===== config.mk =====
export PLATFORM = sky130hd
export DESIGN_NAME = dual_interval_timer
export DESIGN_NICKNAME = d
export VERILOG_FILES = /design/src/rtl/dit_pkg.sv /design/src/rtl/dit_regfile.sv /design/src/rtl/dit_cascade_counter.sv /design/src/rtl/dit_irq_latch.sv /design/src/rtl/dual_interval_timer.sv
export SDC_FILE = /design/constraint.sdc
export NUM_CORES = 1
export LEC_CHECK = 0
export CAP_MARGIN = 20
export CORE_MARGIN = 2
export CORE_UTILIZATION = 55
export DETAILED_ROUTE_END_ITERATION = 6
export PLACE_DENSITY = 0.8
export SLEW_MARGIN = 10
export SYNTH_ARGS = -nofsm -noshare
export SYNTH_HDL_FRONTEND = slang
export SYNTH_SLANG_ARGS = --single-unit

===== constraint.sdc =====
create_clock -name clk -period 4.81 [get_ports clk]
set_input_delay 1.443 -clock clk [delete_from_list [all_inputs] [get_ports clk]]
set_output_delay 1.443 -clock clk [all_outputs]
set_load 0.03 [all_outputs]

===== src/rtl/dit_pkg.sv =====
`timescale 1ns/1ps
package dit_pkg;
    localparam int DATA_W = 16;
    localparam int BYTE_W = 8;

    typedef logic [DATA_W-1:0] word_t;

    localparam word_t RESET_LOAD = '1;

    // Phase of one cascaded timer, decoded from its two counts
    typedef enum logic [1:0] {
        PH_PRESCALE = 2'd0,
        PH_STEP     = 2'd1,
        PH_EXPIRE   = 2'd2
    } phase_e;

    // Per-source interrupt latch
    typedef enum logic {
        IRQ_IDLE    = 1'b0,
        IRQ_PENDING = 1'b1
    } irq_state_e;

    // Merge write data into a word according to the lane strobes
    function automatic word_t merge_lanes(word_t cur, word_t nw, logic [1:0] be);
        word_t res;
        res[DATA_W-1:BYTE_W] = be[1] ? nw[DATA_W-1:BYTE_W] : cur[DATA_W-1:BYTE_W];
        res[BYTE_W-1:0]      = be[0] ? nw[BYTE_W-1:0]      : cur[BYTE_W-1:0];
        return res;
    endfunction
endpackage


===== src/rtl/dit_regfile.sv =====
`timescale 1ns/1ps
module dit_regfile
    import dit_pkg::*;
#(
    parameter int NUM_TMR = 2,
    parameter int ADDR_W  = 4
) (
    input  logic                     clk,
    input  logic                     rst_n,
    input  logic [ADDR_W-1:0]        bus_addr,
    input  logic                     bus_wr,
    input  logic [1:0]               bus_be,
    input  word_t                    bus_wdata,
    output word_t                    bus_rdata,
    input  word_t [NUM_TMR-1:0]      live_pre,
    input  word_t [NUM_TMR-1:0]      live_div,
    input  logic  [NUM_TMR-1:0]      irq_pend,
    output word_t [NUM_TMR-1:0]      pre_next,
    output word_t [NUM_TMR-1:0]      div_next,
    output logic  [NUM_TMR-1:0]      restart,
    output logic  [NUM_TMR-1:0]      irq_en,
    output logic  [NUM_TMR-1:0]      irq_clr
);
    localparam int CTRL_IDX  = 2 * NUM_TMR;
    localparam int LIVE_BASE = CTRL_IDX + 1;

    word_t [NUM_TMR-1:0] pre_cur;
    word_t [NUM_TMR-1:0] div_cur;
    logic  [NUM_TMR-1:0] en_q;
    logic                lane_any;
    logic                hit_ctrl;

    assign lane_any = |bus_be;
    assign hit_ctrl = bus_wr && lane_any && (bus_addr == ADDR_W'(CTRL_IDX));

    // Per-timer period registers
    for (genvar t = 0; t < NUM_TMR; t++) begin : g_tmr_regs
        localparam logic [ADDR_W-1:0] PRE_IDX = ADDR_W'(2 * t);
        localparam logic [ADDR_W-1:0] DIV_IDX = ADDR_W'(2 * t + 1);

        word_t pre_q;
        word_t div_q;
        logic  hit_pre;
        logic  hit_div;

        assign hit_pre = bus_wr && lane_any && (bus_addr == PRE_IDX);
        assign hit_div = bus_wr && lane_any && (bus_addr == DIV_IDX);

        assign pre_next[t] = hit_pre ? merge_lanes(pre_q, bus_wdata, bus_be) : pre_q;
        assign div_next[t] = hit_div ? merge_lanes(div_q, bus_wdata, bus_be) : div_q;
        assign restart[t]  = hit_pre || hit_div;
        assign pre_cur[t]  = pre_q;
        assign div_cur[t]  = div_q;

        always_ff @(posedge clk) begin
            if (!rst_n) begin
                pre_q <= RESET_LOAD;
                div_q <= RESET_LOAD;
            end else begin
                pre_q <= pre_next[t];
                div_q <= div_next[t];
            end
        end
    end

    // Interrupt enables (low lane of the control word)
    always_ff @(posedge clk) begin
        if (!rst_n) begin
            en_q <= '0;
        end else if (hit_ctrl && bus_be[0]) begin
            en_q <= bus_wdata[NUM_TMR-1:0];
        end
    end

    assign irq_en  = en_q;
    assign irq_clr = (hit_ctrl && bus_be[1]) ? bus_wdata[BYTE_W +: NUM_TMR] : '0;

    // Read multiplexer
    always_comb begin
        bus_rdata = '0;
        for (int t = 0; t < NUM_TMR; t++) begin
            if (bus_addr == ADDR_W'(2 * t))             bus_rdata = pre_cur[t];
            if (bus_addr == ADDR_W'(2 * t + 1))         bus_rdata = div_cur[t];
            if (bus_addr == ADDR_W'(LIVE_BASE + 2 * t)) bus_rdata = live_pre[t];
            if (bus_addr == ADDR_W'(LIVE_BASE + 2 * t + 1)) bus_rdata = live_div[t];
        end
        if (bus_addr == ADDR_W'(CTRL_IDX)) begin
            bus_rdata[NUM_TMR-1:0]          = en_q;
            bus_rdata[BYTE_W +: NUM_TMR]    = irq_pend;
        end
    end
endmodule


===== src/rtl/dit_cascade_counter.sv =====
`timescale 1ns/1ps
module dit_cascade_counter
    import dit_pkg::*;
(
    input  logic  clk,
    input  logic  rst_n,
    input  logic  restart,
    input  word_t pre_val,
    input  word_t div_val,
    output word_t cnt_pre,
    output word_t cnt_div,
    output logic  expire
);
    word_t  pre_q;
    word_t  div_q;
    phase_e phase;

    // Phase decode from the two stage counts
    always_comb begin
        if (pre_q != '0) begin
            phase = PH_PRESCALE;
        end else if (div_q != '0) begin
            phase = PH_STEP;
        end else begin
            phase = PH_EXPIRE;
        end
    end

    // State register: both stage counts
    always_ff @(posedge clk) begin
        if (!rst_n) begin
            pre_q <= RESET_LOAD;
            div_q <= RESET_LOAD;
        end else if (restart) begin
            pre_q <= pre_val;
            div_q <= div_val;
        end else begin
            unique case (phase)
                PH_PRESCALE: begin
                    pre_q <= pre_q - 1'b1;
                end
                PH_STEP: begin
                    pre_q <= pre_val;
                    div_q <= div_q - 1'b1;
                end
                PH_EXPIRE: begin
                    pre_q <= pre_val;
                    div_q <= div_val;
                end
                default: begin
                    pre_q <= pre_q;
                end
            endcase
        end
    end

    // Outputs
    always_comb begin
        cnt_pre = pre_q;
        cnt_div = div_q;
        expire  = (phase == PH_EXPIRE) && !restart;
    end
endmodule


===== src/rtl/dit_irq_latch.sv =====
`timescale 1ns/1ps
module dit_irq_latch
    import dit_pkg::*;
(
    input  logic clk,
    input  logic rst_n,
    input  logic set,
    input  logic clr,
    output logic pending
);
    irq_state_e state_q;
    irq_state_e state_d;

    always_comb begin
        state_d = state_q;
        unique case (state_q)
            IRQ_IDLE:    if (set)          state_d = IRQ_PENDING;
            IRQ_PENDING: if (clr && !set)  state_d = IRQ_IDLE;
            default:                       state_d = IRQ_IDLE;
        endcase
    end

    always_ff @(posedge clk) begin
        if (!rst_n) state_q <= IRQ_IDLE;
        else        state_q <= state_d;
    end

    always_comb begin
        pending = (state_q == IRQ_PENDING);
    end
endmodule


===== src/rtl/dual_interval_timer.sv =====
`timescale 1ns/1ps
module dual_interval_timer
    import dit_pkg::*;
#(
    parameter int NUM_TMR = 2,
    parameter int ADDR_W  = $clog2(4 * NUM_TMR + 1)
) (
    input  logic                clk,
    input  logic                rst_n,
    input  logic [ADDR_W-1:0]   bus_addr,
    input  logic                bus_wr,
    input  logic [1:0]          bus_be,
    input  logic [15:0]         bus_wdata,
    output logic [15:0]         bus_rdata,
    output logic [NUM_TMR-1:0]  irq
);
    word_t [NUM_TMR-1:0] pre_next;
    word_t [NUM_TMR-1:0] div_next;
    word_t [NUM_TMR-1:0] cnt_pre;
    word_t [NUM_TMR-1:0] cnt_div;
    logic  [NUM_TMR-1:0] restart;
    logic  [NUM_TMR-1:0] expire;
    logic  [NUM_TMR-1:0] irq_en;
    logic  [NUM_TMR-1:0] irq_clr;

    dit_regfile #(
        .NUM_TMR (NUM_TMR),
        .ADDR_W  (ADDR_W)
    ) u_regs (
        .clk       (clk),
        .rst_n     (rst_n),
        .bus_addr  (bus_addr),
        .bus_wr    (bus_wr),
        .bus_be    (bus_be),
        .bus_wdata (bus_wdata),
        .bus_rdata (bus_rdata),
        .live_pre  (cnt_pre),
        .live_div  (cnt_div),
        .irq_pend  (irq),
        .pre_next  (pre_next),
        .div_next  (div_next),
        .restart   (restart),
        .irq_en    (irq_en),
        .irq_clr   (irq_clr)
    );

    for (genvar t = 0; t < NUM_TMR; t++) begin : g_timer
        dit_cascade_counter u_cnt (
            .clk     (clk),
            .rst_n   (rst_n),
            .restart (restart[t]),
            .pre_val (pre_next[t]),
            .div_val (div_next[t]),
            .cnt_pre (cnt_pre[t]),
            .cnt_div (cnt_div[t]),
            .expire  (expire[t])
        );

        dit_irq_latch u_irq (
            .clk     (clk),
            .rst_n   (rst_n),
            .set     (expire[t] && irq_en[t]),
            .clr     (irq_clr[t]),
            .pending (irq[t])
        );
    end
endmodule


==> results.toml <==
[clocking]
numCtsBuffers = 17
cts_tree = "yes"
clk_latency_ps = 430
clkTransAtPathRegs_ps = 60
hold_buffers = 0
cts_sinks = 132
clk_path_buf_depth = 2
root_buffer = "clkbuf_16"
htree_num_levels = 4

[global_routing]
grt_pass1_wl_um = 45100
grt_pass1_vias = 7769
grt_max_degree = 58
grt_usage_pct = 37.4
grt-ovfl-total = 0
antenna_found_initial = 0

[timing]
clock_skew_ps = 5.03
min_period_ps = 4740
rsz0062_at_grt = "no"
relSlewSlack_pct = 29.5
hold_violations = 0
tns_ps = 0
final_max_slew_viol_count = 0
finalCritPeriodShare_pct = 98.6
timing.fmax_ghz = 0.211
setup_viol = 0
worstMarginPinSlew_ps = 1060

[route]
post_drt_wl_per_cell_um = 23.8
ant_nets = 0
detail_route.first_pass.iterations = 7
wl_um = 29600
drc = 11
drt_first_iter_violations = 1242
vias_per_cell = 6.76
dr_total_vias = 8414

[power]
p_int_uw = 2070
swShare_pct = 27.4
power_switching_uw = 784
ir_worst_vdd_uv = 251
power_uw = 2860
clkPwrFrac_pct = 47.2
combPwrFrac_pct = 12.6
p_leak_uw = 0.00355
seqPwrFrac_pct = 40.2
p_per_area_mw_per_mm2 = 303

[synthesis]
yosysUniqueCellTypes = 80
synthSimpleGateAreaFrac_pct = 26.5
syn_area_mm2 = 0.00798
ys_async_sr_fraction_pct = 0
synth_seq_cells = 132
synth_top_family_by_area = "simple AND/OR/NAND/NOR gates"
synth_xor_area_share_pct = 0.219
synth_seq_area_share_pct = 33.1
synth_edf_count = 0
synth.area.mux_share_pct = 8.29
synth_adder_area_share_pct = 1.57
syn_inst = 998
synth_compound_area_share_pct = 25.1
ys.flop_type = "dfxtp_1"
synth_warnings = 0
postSynthAreaPerCell_um2 = 8.00
syn-num-nets = 1033

[floorplanning]
initial_core_util_pct = 55.6
dieArea_mm2 = 0.0155
ios = 43
row_count = 44
core_mm2 = 0.0144
fp.dieH_um = 124
die_w_um = 124

[flow_run]
max_cap_violations = 0

[place]
io_buffer_count = 42
hpwlAfterDp_um = 21300
gp_congestion = 1.08
placed_cell_area_mm2 = 0.00876

[hold_path]
hp-class = "reg -> reg"

[critical_path]
critPathKind = "in -> out"
worstPathCellList = "buf_2, buf_4, buf_4, mux2_2, a22oi_1, o21ai_1, a21oi_1, nor3_2, buf_4"
cp_data_arrival_time_ps = 3300
cp.buffers_inverters = 4
slowest_delay_ps = 350
crit_path_frequent_cell = "buf_4"
required_ps = 3370
slowest_stage = "mux2_2"
crit_fanout = 12
cp-end-kind = "primary output"
cp-start-kind = "input pin"
cp_top_family = "buffers and inverters"

[layout]
antenna_cells = 0
drive_above_1_share_pct = 15.2
post-route-util_pct = 65.6
syn_to_final_growth_pct = 18.1
final_cell_area_mm2 = 0.00943
final_nets = 1082

[outcome]
status = "finished, violations left"
violations = "DRC"
[area by class of cell]
| cell class | instances | area [um^2] |
|---|---|---|
| clock buffers | 18 | 429 |
| inverters | 21 | 78.8 |
| repair buffers | 105 | 861 |
| clock inverters | 14 | 180 |
| fillers | 1206 | 4940 |
| flip-flops and latches | 132 | 2640 |
| well taps | 184 | 230 |
| multi-input cells | 770 | 5010 |
[power groups by stage]
| stage | clock network [uW] | logic, uW | registers (uW) |
|---|---|---|---|
| detailed placement | 0 | 344 | 1170 |
| CTS | 1350 | 349 | 1150 |
| finish | 1350 | 360 | 1150 |
| global placement | 0 | 342 | 1170 |
| global route | 1400 | 378 | 1150 |
| floorplan | 0 | 199 | 1160 |
[path summary, 6_finish.rpt]
path | slack [ps] | start | end | cells past startpoint
max | 70 | bus_addr[2] | bus_rdata[8] | 9
min | 500 | u_regs.g_tmr_regs[0].pre_q[14] | u_regs.g_tmr_regs[0].pre_q[14] | 2
max reg2reg | 980 | g_timer[0].u_cnt.cnt_div[0] | g_timer[0].u_cnt.cnt_pre[11] | 11
min reg2reg | 500 | u_regs.g_tmr_regs[0].pre_q[14] | u_regs.g_tmr_regs[0].pre_q[14] | 2
[cell families (layout without fill, tap and decap cells)]
family          count (synthesis)  after routing
mux                            65             65
flops                         132            132
fa+ha+maj                      10             10
simple gates                  395            395
buf+inv                        96            158
xor+xnor                        2              2
compound gates                298            298
[per-layer routing]
layer | GRT usage [%] | wire, um
met5 | 0 | 0
met4 | 20.4 | 1750
met3 | 7.52 | 2610
met2 | 59.5 | 13400
met1 | 47.6 | 11800
[cells in the mapped netlist (11+ instances only)]
cell type / n / share of area (%)
o22ai_1: 25 / 2.0
a221o_1: 11 / 1.4
clkbuf_1: 49 / 2.3
o211ai_1: 14 / 1.3
and2_1: 12 / 0.94
a21oi_1: 55 / 3.4
dfxtp_1: 132 / 33
nor3_1: 32 / 2.0
nand3_1: 54 / 3.4
nor2b_1: 17 / 1.3
mux2i_1: 56 / 7.0
inv_1: 20 / 0.94
nor2_1: 66 / 3.1
o221ai_1: 19 / 2.1
nor4_1: 16 / 1.3
o21ai_0: 77 / 4.8
nand2_1: 105 / 4.9
buf_2: 16 / 1.0
a22oi_1: 11 / 1.0
[what timing repair did]
| action | 4_1_cts | 5_1_grt |
|---|---|---|
| buffers inserted | 1 | 0 |
| gates resized for setup | 24 | 7 |
| setup endpoints to repair | 16 | 11 |
[through the flow]
| stage | setup slack [ps] | cells | hold slack [ps] |
|---|---|---|---|
| 3_5_place_dp | -567 | 1211 | 485 |
| 6_report | 65.4 | 1244 | 502 |
| 2_1_floorplan | 50.8 | 998 | 449 |
| 3_3_place_gp | -644 | 1211 | 472 |
| 5_1_grt | 0.154 | 1244 | 533 |
| 4_1_cts | 7.28 | 1244 | 504 |
[tightest hold or removal path: stages (launching register included)]
cell and delay [ps]:
dfxtp_1 320, mux2i_1 90, nand2_1 60
[state kept, by name (all words and copies together) (netlist names)]
name,cells
u_regs.irq_en,2
u_regs.g_tmr_regs.pre_q,32
u_regs.g_tmr_regs.div_q,32
g_timer.u_cnt.cnt_div,32
g_timer.u_cnt.cnt_pre,32
g_timer.u_irq.pending,2
[cells in the final DEF, fill, tap and decap left out, types with 11 or more instances in the layout]
cell type / count
nor3_1: 30
o22ai_1: 24
o21ai_0: 72
nor2b_1: 16
a21oi_1: 55
mux2i_1: 56
clkbuf_16: 17
nand3_1: 54
a221o_1: 11
a22oi_1: 11
dfxtp_1: 132
buf_4: 73
nor4_1: 16
inv_1: 20
clkdlybuf4s50_1: 21
o211ai_1: 14
o221ai_1: 19
nor2_1: 65
nand2_1: 105
and2_1: 11
No activity file was read; power rests on OpenSTA's default activity.
